### config.mk
export PLATFORM = sky130hd
export DESIGN_NAME = irq_ctrl
export DESIGN_NICKNAME = d
export VERILOG_FILES = /design/src/rtl/irqc_pkg.sv /design/src/rtl/irqc_cor_group.sv /design/src/rtl/irqc_wz_group.sv /design/src/rtl/irqc_irq_comb.sv /design/src/rtl/irq_ctrl.sv
export SDC_FILE = /design/constraint.sdc
export NUM_CORES = 1
export LEC_CHECK = 0
export BUFFER_PORTS_ARGS = -buffer_cell sky130_fd_sc_hd__clkbuf_2
export CELL_PAD_IN_SITES_DETAIL_PLACEMENT = 1
export CELL_PAD_IN_SITES_GLOBAL_PLACEMENT = 2
export CORE_MARGIN = 3
export CORE_UTILIZATION = 36
export CTS_BUF_LIST = sky130_fd_sc_hd__clkbuf_8
export DETAILED_ROUTE_END_ITERATION = 16
export GPL_TIMING_DRIVEN = 0
export HOLD_SLACK_MARGIN = 0.08
export PLACE_DENSITY_LB_ADDON = 0.1
export SETUP_SLACK_MARGIN = 0.2
export SLEW_MARGIN = 10
export SYNTH_ARGS = -nofsm -noshare
export SYNTH_HDL_FRONTEND = slang
export SYNTH_SLANG_ARGS = --single-unit
### constraint.sdc
create_clock -name clk -period 2.01 [get_ports clk]
set_input_delay 0.3015 -clock clk [delete_from_list [all_inputs] [get_ports clk]]
set_output_delay 0.3015 -clock clk [all_outputs]
set_load 0.01 [all_outputs]
### src/rtl/irqc_pkg.sv
package irqc_pkg;
  typedef enum logic [1:0] {
    SEL_STAT = 2'd0,
    SEL_MEN  = 2'd1,
    SEL_AFLG = 2'd2,
    SEL_AEN  = 2'd3
  } reg_sel_e;
endpackage

### src/rtl/irqc_cor_group.sv
module irqc_cor_group #(
  parameter int unsigned N = 3
) (
  input  logic         clk,
  input  logic         rst_n,
  input  logic [N-1:0] ev,
  input  logic         rd_clr,
  output logic [N-1:0] flags
);
  logic [N-1:0] pend_q;

  // A read clears the flags and parks new events; any other cycle merges them.
  always_ff @(posedge clk or negedge rst_n) begin
    if (!rst_n) begin
      flags  <= '0;
      pend_q <= '0;
    end else if (rd_clr) begin
      flags  <= '0;
      pend_q <= pend_q | ev;
    end else begin
      flags  <= flags | pend_q | ev;
      pend_q <= '0;
    end
  end
endmodule

### src/rtl/irqc_wz_group.sv
module irqc_wz_group #(
  parameter int unsigned N = 3
) (
  input  logic         clk,
  input  logic         rst_n,
  input  logic [N-1:0] ev,
  input  logic         wr_hit,
  input  logic [N-1:0] keep,
  output logic [N-1:0] flags
);
  for (genvar i = 0; i < N; i++) begin : g_bit
    always_ff @(posedge clk or negedge rst_n) begin
      if (!rst_n)           flags[i] <= 1'b0;
      else if (ev[i])       flags[i] <= 1'b1;
      else if (wr_hit && !keep[i]) flags[i] <= 1'b0;
    end
  end
endmodule

### src/rtl/irqc_irq_comb.sv
module irqc_irq_comb #(
  parameter int unsigned NM = 3,
  parameter int unsigned NA = 3
) (
  input  logic [NM-1:0] mflags,
  input  logic [NM-1:0] men,
  input  logic [NA-1:0] aflags,
  input  logic [NA-1:0] aen,
  output logic          active
);
  localparam int unsigned NT = NM + NA;
  logic [NT-1:0] hit;

  assign hit    = {mflags & men, aflags & aen};
  assign active = |hit;
endmodule

### src/rtl/irq_ctrl.sv
module irq_ctrl
  import irqc_pkg::*;
#(
  parameter int unsigned NMAIN = 3,
  parameter int unsigned NAUX  = 3,
  parameter int unsigned DW    = 8,
  parameter int unsigned AW    = 2
) (
  input  logic             clk,
  input  logic             rst_n,
  input  logic             rd_stb,
  input  logic             wr_stb,
  input  logic [AW-1:0]    addr,
  input  logic [DW-1:0]    wdata,
  output logic [DW-1:0]    rd_data,
  input  logic [NMAIN-1:0] ev_main,
  input  logic [NAUX-1:0]  ev_aux,
  output logic             irq_n
);
  localparam int unsigned SUM_BIT = DW - 1;
  localparam int unsigned MHI     = DW - 2;
  localparam int unsigned MLO     = DW - 1 - NMAIN;

  logic [NMAIN-1:0] mflags, men_q;
  logic [NAUX-1:0]  aflags, aen_q;
  logic             active;
  logic             rd_stat, wr_aflg;
  logic [DW-1:0]    rd_mux;
  reg_sel_e         sel;

  assign sel     = reg_sel_e'(addr[1:0]);
  assign rd_stat = rd_stb && (sel == SEL_STAT);
  assign wr_aflg = wr_stb && (sel == SEL_AFLG);

  irqc_cor_group #(.N(NMAIN)) u_main (
    .clk(clk), .rst_n(rst_n), .ev(ev_main), .rd_clr(rd_stat), .flags(mflags)
  );

  irqc_wz_group #(.N(NAUX)) u_aux (
    .clk(clk), .rst_n(rst_n), .ev(ev_aux), .wr_hit(wr_aflg),
    .keep(wdata[NAUX-1:0]), .flags(aflags)
  );

  irqc_irq_comb #(.NM(NMAIN), .NA(NAUX)) u_irq (
    .mflags(mflags), .men(men_q), .aflags(aflags), .aen(aen_q), .active(active)
  );

  assign irq_n = ~active;

  always_ff @(posedge clk or negedge rst_n) begin
    if (!rst_n) begin
      men_q <= '0;
      aen_q <= '0;
    end else if (wr_stb) begin
      if (sel == SEL_MEN) men_q <= wdata[MHI:MLO];
      if (sel == SEL_AEN) aen_q <= wdata[NAUX-1:0];
    end
  end

  always_comb begin
    rd_mux = '0;
    case (sel)
      SEL_STAT: begin
        rd_mux[SUM_BIT]  = active;
        rd_mux[MHI:MLO]  = mflags;
      end
      SEL_MEN:  rd_mux[MHI:MLO]    = men_q;
      SEL_AFLG: rd_mux[NAUX-1:0]   = aflags;
      SEL_AEN:  rd_mux[NAUX-1:0]   = aen_q;
      default:  rd_mux = '0;
    endcase
  end

  always_ff @(posedge clk or negedge rst_n) begin
    if (!rst_n)      rd_data <= '0;
    else if (rd_stb) rd_data <= rd_mux;
  end
endmodule

==> flow_summary_export.csv, run 1 <==
group,metric,value,unit
status,status,"complete, no violations",
logic_synthesis,netlist_area,986,um2
logic_synthesis,ys_warn_count,0,
grt,grtUsageMet1,16.7,%
die,io_pins,29,
place,placed_cells,131,
hold_path,hp-class,"input pin to flip-flop",
grt,top_usage_layer,"met1",
timing,rsz0062_at_grt,"no",
timing,worst_pin_slew,553,ps
clock_tree,root_buffer,"clkbuf_8",
logic_synthesis,synth_nets,97,
grt,grt_pass1_vias,627,
logic_synthesis,ys_seq_area_share,55.8,%
die,die_w,58.3,um
detailed_routing,viasPerCell,4.75,
grt,grt_usage,11.7,%
setup_path,cp_data_arrival_time,1210,ps
power_and_ir_drop,power.density,835,nW/um2
setup_path,worstPathRequired,1710,ps
logic_synthesis,ys_ff_latch,22,
logic_synthesis,synth_top_cell_area_share,55.8,%
setup_path,path_class,"flip-flop to output port",
clock_tree,post_cts.repair.setup_buffers,0,
power_and_ir_drop,vdd_drop_max,0.552,mV
cells_and_area,diodes,0,
timing,fmax,662,MHz
die,fp-row-count,18,
detailed_routing,drc,0,
setup_path,path_cells,"a22oi_1 -> and3_1 -> clkbuf_2",
grt,grt_first_pass_wirelength,2980,um
setup_path,critPathLaunchType,"flip-flop",
detailed_routing,num_vias,646,
setup_path,cpPeakStageDelay,400,ps
cells_and_area,final_common_cell,"clkbuf_2",
grt,grt.met2_usage,16.3,%
cells_and_area,drive_above_1_share,38.7,%
setup_path,cp-end-kind,"output port",
logic_synthesis,syn_avg_cell_area,12.8,um2
power_and_ir_drop,cellLeakagePower,0.606,nW
clock_tree,clock_path_buffers,2,
clock_tree,clkTransAtPathRegs,70,ps
detailed_routing,antenna_left,0,
die,start_util,38.7,%
setup_path,critical_path_buf_inv_count,1,
detailed_routing,drt_iter0_drc,9,
logic_synthesis,synthCells,77,
timing,finalSetupViolCount,0,
logic_synthesis,synth_cell_types,23,
timing,fin_skew,2.70,ps
setup_path,cp_max_fo,3,
timing,hold_viol_final,0,
job,cap_violations,0,
place,place_congestion,0.719,
cells_and_area,layout.cells.non_filler,136,
detailed_routing,wl,1790,um
grt,antenna_found_initial,0,
clock_tree,htreeDepth,1,
logic_synthesis,yosys.area.top_type,"dfrtp_1",
cells_and_area,nets,127,
setup_path,crit_family,"flip-flops",
detailed_routing,wire_per_inst,13.2,um
die,core,2540,um2
setup_path,slowest_stage,"dfrtp_1",
clock_tree,cts.sinks,22,
place,portBuffers,24,
grt,grt_use_met3,4.82,%
clock_tree,cts-buffers-inserted,3,
grt,grt_max_degree,23,
logic_synthesis,synthTopCellsByArea,"dfrtp_1 (56%), mux2_4 (9.1%), mux2i_1 (6.1%)",
cells_and_area,layout_common_cells,"clkbuf_2 (24), dfrtp_1 (22), inv_1 (7)",
timing,min_period_over_period,75.1,%
grt,gr-total-overflow,0,
die,die_height,58.3,um
clock_tree,cts_tree,"yes",
timing,finalCriticalPeriod,1510,ps
timing,finalSetupTns,0,ps
timing,drv_slew,0,
timing,max_slew_margin,63.2,%
die,dieArea,3400,um2
cells_and_area,area_growth,22.6,%
clock_tree,clk_latency,260,ps
detailed_routing,drt-pass1-iter-count,2,
-- stage by stage --
stage / util, % / instance area, um2 / power [W] / setup slack, ps / hold WS [ps]
floorplan: - / 986 / 0.000637 / 954 / 5.91
global placement: 44.9 / 1140 / 0.000703 / 785 / 314
detailed placement: 44.9 / 1140 / 0.000708 / 779 / 318
CTS: 47.5 / 1210 / 0.00103 / 483 / 220
global route: 47.5 / 1210 / 0.00107 / 389 / 222
finish: 47.5 / 1210 / 0.00101 / 500 / 225
-- logic make-up (layout without fill, tap and decap cells) --
logic type / Yosys count / count (layout) / synth area share [%]
AO/OA/AOI/OAI: 16 / 16 / 10.8
AND/OR/NAND/NOR: 16 / 16 / 12.7
buffers and inverters: 10 / 39 / 5.08
other: 1 / 1 / 0.380
flip-flops: 22 / 22 / 55.8
multiplexers: 12 / 12 / 15.2
-- layer usage --
| layer | up-vias | part of all wire (%) | wire length, um |
|---|---|---|---|
| met4 | 0 | 0.73 | 13 |
| met1 | 303 | 49 | 884 |
| met5 | - | 0 | 0 |
| met2 | 19 | 43 | 777 |
| li1 | 322 | - | - |
| met3 | 2 | 6.3 | 113 |
-- worst reg2reg max path, stage by stage, from the launching register on --
cell	delay, ps
dfrtp_1	400
a22oi_1	210
and3_1	210
o32ai_1	80
-- Yosys cell counts, drive strengths merged --
| library cell | n |
|---|---|
| dfrtp | 22 |
| inv | 7 |
| mux2 | 6 |
| mux2i | 6 |
| o22ai | 6 |
| nand2b | 4 |
| nor2 | 4 |
| a22oi | 3 |
| buf | 3 |
| nor3 | 3 |
| o21a | 3 |
| o21ai | 3 |
| nand3b | 2 |
| and3 | 1 |
| conb | 1 |
| nand2 | 1 |
| nand3 | 1 |
| o32ai | 1 |
-- cell type report --
type | count | area, um2
Fill cell | 269 | 1340
Sequential cell | 22 | 551
Multi-Input combinational cell | 45 | 385
Timing Repair Buffer | 25 | 130
Clock buffer | 4 | 55.1
Tap cell | 30 | 37.5
Inverter | 7 | 26.3
Buffer | 3 | 23.8
-- worst paths after layout --
kind | slack, ps | to | depth (start not counted) | from
setup / recovery | 500 | irq_n | 3 | u_aux.flags[2]
hold / removal | 230 | u_aux.flags[2] | 2 | ev_aux[2]
setup reg to reg | 1010 | rd_data[7] | 3 | u_aux.flags[2]
hold reg to reg | 480 | u_main.pend_q[0] | 1 | u_main.pend_q[0]
max in group asynchronous | 1090 | u_aux.flags[1] | 2 | rst_n
min in group asynchronous | 560 | rd_data[1] | 2 | rst_n
-- power by group --
| part | internal [W] | switching [W] | leakage [nW] | total [W] |
|---|---|---|---|---|
| registers | 0.000490 | 0.0000334 | 0.259 | 0.000524 |
| logic | 0.0000952 | 0.0000775 | 0.318 | 0.000173 |
| clock network | 0.000174 | 0.000139 | 0.0288 | 0.000313 |
-- registers in the layout, summed over array words and instances, names as in the netlist --
signal         cells
aen_q              3
men_q              3
rd_data            7
u_aux.flags        3
u_main.flags       3
u_main.pend_q      3
-- repair_timing --
item                                   CTS  global route
hold buffers                             1             0
gates resized for setup                  0             0
endpoints found under the hold margin   22             0
(Power assumes the default switching activity.)
==> run 2, diff against run 1 <==
- ABC_AREA: not set -> 1
- CORE_UTILIZATION: 36 -> 30
- clock period: 2.01 -> 1.5 ns (I/O delays scaled with it)
==> flow_summary_export.csv, run 2 <==
group,metric,value,unit
clock_tree,clkTransAtPathRegs,80,ps
die,start_util,31.9,%
power_and_ir_drop,vdd_drop_max,0.487,mV
grt,grt_first_pass_wirelength,4120,um
logic_synthesis,synthTopCellsByArea,"dfrtp_1 (56%), nand2_1 (12%), nand3_1 (8.7%)",
timing,finalSetupTns,0,ps
timing,finalCriticalPeriod,1350,ps
detailed_routing,wire_per_inst,12.1,um
logic_synthesis,synth-edff-count,0,
place,hpwl,1690,um
grt,grt_max_degree,23,
detailed_routing,num_vias,854,
cells_and_area,multi_input_area,350,um2
timing,min_period_over_period,90.2,%
timing,max_slew_margin,62.0,%
timing,fmax,739,MHz
setup_path,path_class,"flip-flop to output port",
logic_synthesis,syn_avg_cell_area,8.68,um2
grt,gr-total-overflow,0,
clock_tree,cts_tree,"yes",
setup_path,critPathLaunchType,"flip-flop",
timing,rsz0062_at_grt,"yes",
logic_synthesis,synth_top_cell_area_share,56.1,%
cells_and_area,diodes,0,
logic_synthesis,synth_cell_types,15,
power_and_ir_drop,seqPwrFrac,52.5,%
setup_path,cp_data_arrival_time,1130,ps
timing,worst_pin_slew,571,ps
detailed_routing,antenna_left,0,
cells_and_area,area_growth,29.7,%
setup_path,worstPathRequired,1270,ps
die,io_pins,29,
cells_and_area,final_common_cell,"nand2_1",
die,dieArea,3990,um2
logic_synthesis,ys_warn_count,0,
power_and_ir_drop,p_comb_share,19.7,%
clock_tree,cts.sinks,22,
detailed_routing,wl,2330,um
logic_synthesis,ys_seq_area_share,56.1,%
place,portBuffers,23,
detailed_routing,viasPerCell,4.42,
grt,grt_usage,13.0,%
clock_tree,clock_path_buffers,2,
cells_and_area,layout_common_cells,"nand2_1 (31), dfrtp_1 (22), clkbuf_2 (22)",
logic_synthesis,yosys.area.top_type,"dfrtp_1",
power_and_ir_drop,p_sw,0.000360,W
status,status,"complete, no violations",
clock_tree,root_buffer,"clkbuf_8",
clock_tree,cts-buffers-inserted,3,
clock_tree,clk_latency,260,ps
timing,finalSetupViolCount,0,
die,die_w,63.2,um
power_and_ir_drop,p_int,0.000946,W
logic_synthesis,yosys_most_used_dff,"dfrtp_1",
power_and_ir_drop,cellLeakagePower,0.664,nW
cells_and_area,largest_reg_flops,7,
job,cap_violations,0,
die,core,3080,um2
detailed_routing,drt_iter0_drc,21,
grt,grt_pass1_vias,890,
die,fp-row-count,20,
detailed_routing,drc,0,
power_and_ir_drop,swShare,27.6,%
timing,fin_skew,6.44,ps
die,die_height,63.2,um
power_and_ir_drop,power.density,1030,nW/um2
cells_and_area,design_area,1270,um2
place,place_congestion,0.719,
power_and_ir_drop,p_clk_share,27.8,%
logic_synthesis,synthCells,113,
grt,antenna_found_initial,0,
logic_synthesis,synthArstFlopShare,100,%
cells_and_area,seq_area,551,um2
logic_synthesis,synth_nets,133,
cells_and_area,nets,171,
logic_synthesis,synth.most_common_cell,"nand2_1",
cells_and_area,regMostFlops,"rd_data",
clock_tree,htreeDepth,1,
setup_path,cp_max_fo,2,
cells_and_area,fillers,399,
timing,drv_slew,0,
cells_and_area,drive_above_1_share,30.9,%
detailed_routing,drt-pass1-iter-count,4,
hold_path,hp-class,"input pin to flip-flop",
logic_synthesis,yosys-top-cells-count,"nand2_1 (31), dfrtp_1 (22), nand3_1 (17)",
setup_path,cp-end-kind,"output port",
place,dpl_cell_area,1150,um2
logic_synthesis,netlist_area,981,um2
timing,hold_viol_final,0,
logic_synthesis,ys_ff_latch,22,
-- run 2: worst paths after layout --
| kind | from | endpoint | slack, ps | cells past startpoint |
|---|---|---|---|---|
| hold / removal | ev_aux[2] | u_aux.flags[2] | 140 | 3 |
| setup reg to reg | u_aux.flags[2] | rd_data[2] | 580 | 4 |
| min in group asynchronous | rst_n | rd_data[0] | 480 | 2 |
| setup / recovery | u_aux.flags[2] | irq_n | 150 | 6 |
| hold reg to reg | rd_data[7] | rd_data[7] | 480 | 2 |
| max in group asynchronous | rst_n | u_main.pend_q[0] | 630 | 2 |
-- run 2: cells by family after synthesis --
| logic type | count (synthesis) | synth area share [%] |
|---|---|---|
| compound gates | 12 | 7.27 |
| buf+inv | 17 | 8.42 |
| simple gates | 61 | 27.8 |
| flops | 22 | 56.1 |
| other cells | 1 | 0.382 |
-- run 2: power groups by stage --
stage	combinational, W	sequential, W	clock [W]
3_3_place_gp	0.000207	0.000703	0
2_1_floorplan	0.000114	0.000705	0
6_report	0.000257	0.000686	0.000363
5_1_grt	0.000293	0.000695	0.000402
3_5_place_dp	0.000214	0.000704	0
4_1_cts	0.000256	0.000686	0.000380
-- run 2: area by class of cell --
| class | count | area share (%) |
|---|---|---|
| Sequential cell | 22 | 43.3 |
| Multi-Input combinational cell | 74 | 27.5 |
| Timing Repair Buffer | 33 | 15.1 |
| Tap cell | 44 | 4.33 |
| Inverter | 14 | 4.13 |
| Clock buffer | 3 | 3.24 |
| Buffer | 3 | 2.36 |
-- run 2: worst max-delay path, stage by stage (launching register included) --
cell	delay, ps
dfrtp_1	400
nand2_1	70
nand2_1	60
nor2_2	100
nand2_1	70
inv_1	50
buf_2	120
-- run 2: metal layers --
layer | wire length [um] | vias to the layer above | GRT usage, % | share of wire (%)
met5 | 0 | - | 0 | 0
met4 | 19 | 0 | 4.04 | 0.82
met3 | 101 | 2 | 3.39 | 4.3
met2 | 1040 | 20 | 19.9 | 45
met1 | 1160 | 400 | 18.0 | 50
li1 | - | 432 | - | -
-- run 2: repair_timing --
action,4_1_cts,5_1_grt
endpoints found under the hold margin,22,0
hold buffers,1,0
resized for setup,0,2
endpoints found under the setup margin,1,1
setup buffers,8,1
pin swaps,6,2
-- run 2: metrics by stage --
| stage | utilization (%) | hold slack, ps | instances | setup slack [ps] | total power, W |
|---|---|---|---|---|---|
| floorplan | - | -70.6 | 113 | 577 | 0.000820 |
| global placement | 37.4 | 249 | 180 | 398 | 0.000910 |
| detailed placement | 37.4 | 246 | 180 | 378 | 0.000918 |
| CTS | 41.0 | 139 | 192 | 135 | 0.00132 |
| global route | 41.3 | 148 | 193 | 37.0 | 0.00139 |
| finish | 41.3 | 139 | 193 | 147 | 0.00131 |
==> run 3, diff against run 2 <==
- ABC_AREA: 1 -> not set
- CORE_UTILIZATION: 30 -> 34
==> flow_summary_export.csv, run 3 (synthesis results as in run 1) <==
group,metric,value,unit
grt,grt_max_degree,23,
die,io_pins,29,
die,core,2610,um2
setup_path,critPathLaunchType,"flip-flop",
clock_tree,cts.sinks,22,
power_and_ir_drop,vdd_drop_max,0.633,mV
timing,min_period_over_period,94.2,%
timing,worst_hold_slack,141,ps
timing,worst_pin_slew,572,ps
place,placed_cells,131,
die,die_height,59.9,um
cells_and_area,largest_reg_flops,7,
place,hpwl,1460,um
setup_path,r2r_cells,3,
cells_and_area,seq_area,551,um2
detailed_routing,drc,0,
timing,finalCriticalPeriod,1410,ps
power_and_ir_drop,p_comb_share,20.0,%
setup_path,path_cells,"a22oi_2 -> and3_4 -> buf_6",
timing,fmax,708,MHz
cells_and_area,multi_input_area,400,um2
detailed_routing,m1WireLength,1020,um
setup_path,cpPeakStageDelay,410,ps
die,start_util,37.7,%
clock_tree,cts-buffers-inserted,3,
timing,max_slew_margin,61.9,%
status,status,"complete, no violations",
detailed_routing,drt_iter0_drc,15,
die,dieArea,3580,um2
cells_and_area,layout_common_cells,"clkbuf_2 (23), dfrtp_1 (22), buf_4 (9)",
grt,grt_pass1_vias,727,
die,fp-row-count,18,
power_and_ir_drop,p_clk_share,30.1,%
hold_path,hp-class,"input pin to flip-flop",
detailed_routing,drt-pass1-iter-count,4,
detailed_routing,met3WireLength,108,um
cells_and_area,diodes,0,
detailed_routing,num_vias,693,
power_and_ir_drop,p_sw,0.000352,W
cells_and_area,area_growth,30.8,%
place,place_congestion,0.682,
cells_and_area,drive_above_1_share,45.6,%
place,portBuffers,24,
detailed_routing,viasPerCell,4.81,
setup_path,cp-end-kind,"output port",
timing,rsz0062_at_grt,"yes",
setup_path,crit_family,"flip-flops",
grt,grt_first_pass_wirelength,3570,um
cells_and_area,regMostFlops,"rd_data",
power_and_ir_drop,fin_total_pwr,0.00140,W
power_and_ir_drop,power.density,1090,nW/um2
cells_and_area,layout.cells.non_filler,144,
setup_path,critical_path_buf_inv_count,1,
setup_path,crit_cells,3,
clock_tree,cts_tree,"yes",
timing,finalSetupViolCount,0,
setup_path,slowest_stage,"dfrtp_1",
cells_and_area,final_common_cell,"clkbuf_2",
timing,drv_slew,0,
detailed_routing,dr_wl_met2,860,um
detailed_routing,wl,2000,um
timing,hold_viol_final,0,
grt,antenna_found_initial,0,
power_and_ir_drop,seqPwrFrac,49.9,%
setup_path,worstPathRequired,1270,ps
hold_path,hold-path-cell-count,2,
clock_tree,clk_latency,260,ps
setup_path,path_class,"flip-flop to output port",
setup_path,cp_data_arrival_time,1190,ps
power_and_ir_drop,swShare,25.1,%
power_and_ir_drop,p_int,0.00105,W
job,cap_violations,0,
clock_tree,htreeDepth,1,
cells_and_area,nets,135,
grt,gr-total-overflow,0,
die,die_w,59.9,um
setup_path,cp_max_fo,3,
clock_tree,clock_path_buffers,2,
detailed_routing,antenna_left,0,
clock_tree,clkTransAtPathRegs,80,ps
detailed_routing,wire_per_inst,13.9,um
timing,fin_skew,2.18,ps
timing,finalSetupTns,0,ps
power_and_ir_drop,cellLeakagePower,0.642,nW
clock_tree,root_buffer,"clkbuf_8",
grt,grt_usage,13.3,%
detailed_routing,dr.max_layer_used,"met4",
cells_and_area,fillers,288,
==> run 3: cell count changes in the layout (fill, tap and decap cells not counted), sizes merged, moves of 6 or more <==
cell   change
inv        -7
mux2       +6
mux2i      +6
nand2     -31
nand3     -16
nor2       -7
o22ai      +6
==> run 3: layout make-up <==
| class | count | share of cell area, % |
|---|---|---|
| Buffer | 3 | 1.84 |
| Clock buffer | 4 | 4.27 |
| Inverter | 7 | 2.04 |
| Multi-Input combinational cell | 45 | 31.0 |
| Sequential cell | 22 | 42.7 |
| Tap cell | 30 | 2.91 |
| Timing Repair Buffer | 33 | 15.2 |
==> run 3: final timing paths <==
kind,slack [ps],endpoint,start
setup / recovery,90,irq_n,aen_q[2]
hold reg to reg,480,u_main.pend_q[1],u_main.pend_q[1]
hold / removal,140,u_aux.flags[0],ev_aux[0]
min in group asynchronous,480,rd_data[5],rst_n
max in group asynchronous,640,rd_data[1],rst_n
setup reg to reg,480,rd_data[7],aen_q[2]
==> run 3: per-layer routing <==
metal | vias to the layer above | GRT usage, %
met4 | 0 | 2.85
met2 | 20 | 18.8
li1 | 341 | -
met3 | 2 | 4.54
met1 | 330 | 19.4
met5 | - | 0
==> run 3: per-stage QoR <==
stage | utilization, % | instance area (um2) | worst slack (ps)
2_1_floorplan | - | 986 | 521
3_3_place_gp | 43.8 | 1140 | 323
3_5_place_dp | 43.8 | 1140 | 322
4_1_cts | 48.6 | 1270 | 72.6
5_1_grt | 49.4 | 1290 | 37.9
6_report | 49.4 | 1290 | 86.9
==> run 3: what timing repair did <==
action	in CTS	in global routing
setup endpoints to repair	1	1
setup buffers	6	2
hold buffers	1	0
resized for setup	3	2
pin swaps	2	3
hold endpoints to repair	22	0
==> run 3: power groups by stage <==
stage | Clock, W | Sequential, W | Combinational (W)
CTS | 0.000446 | 0.000701 | 0.000278
floorplan | 0 | 0.000714 | 0.000139
global route | 0.000468 | 0.000709 | 0.000313
global placement | 0 | 0.000712 | 0.000231
detailed placement | 0 | 0.000714 | 0.000237
finish | 0.000423 | 0.000700 | 0.000281
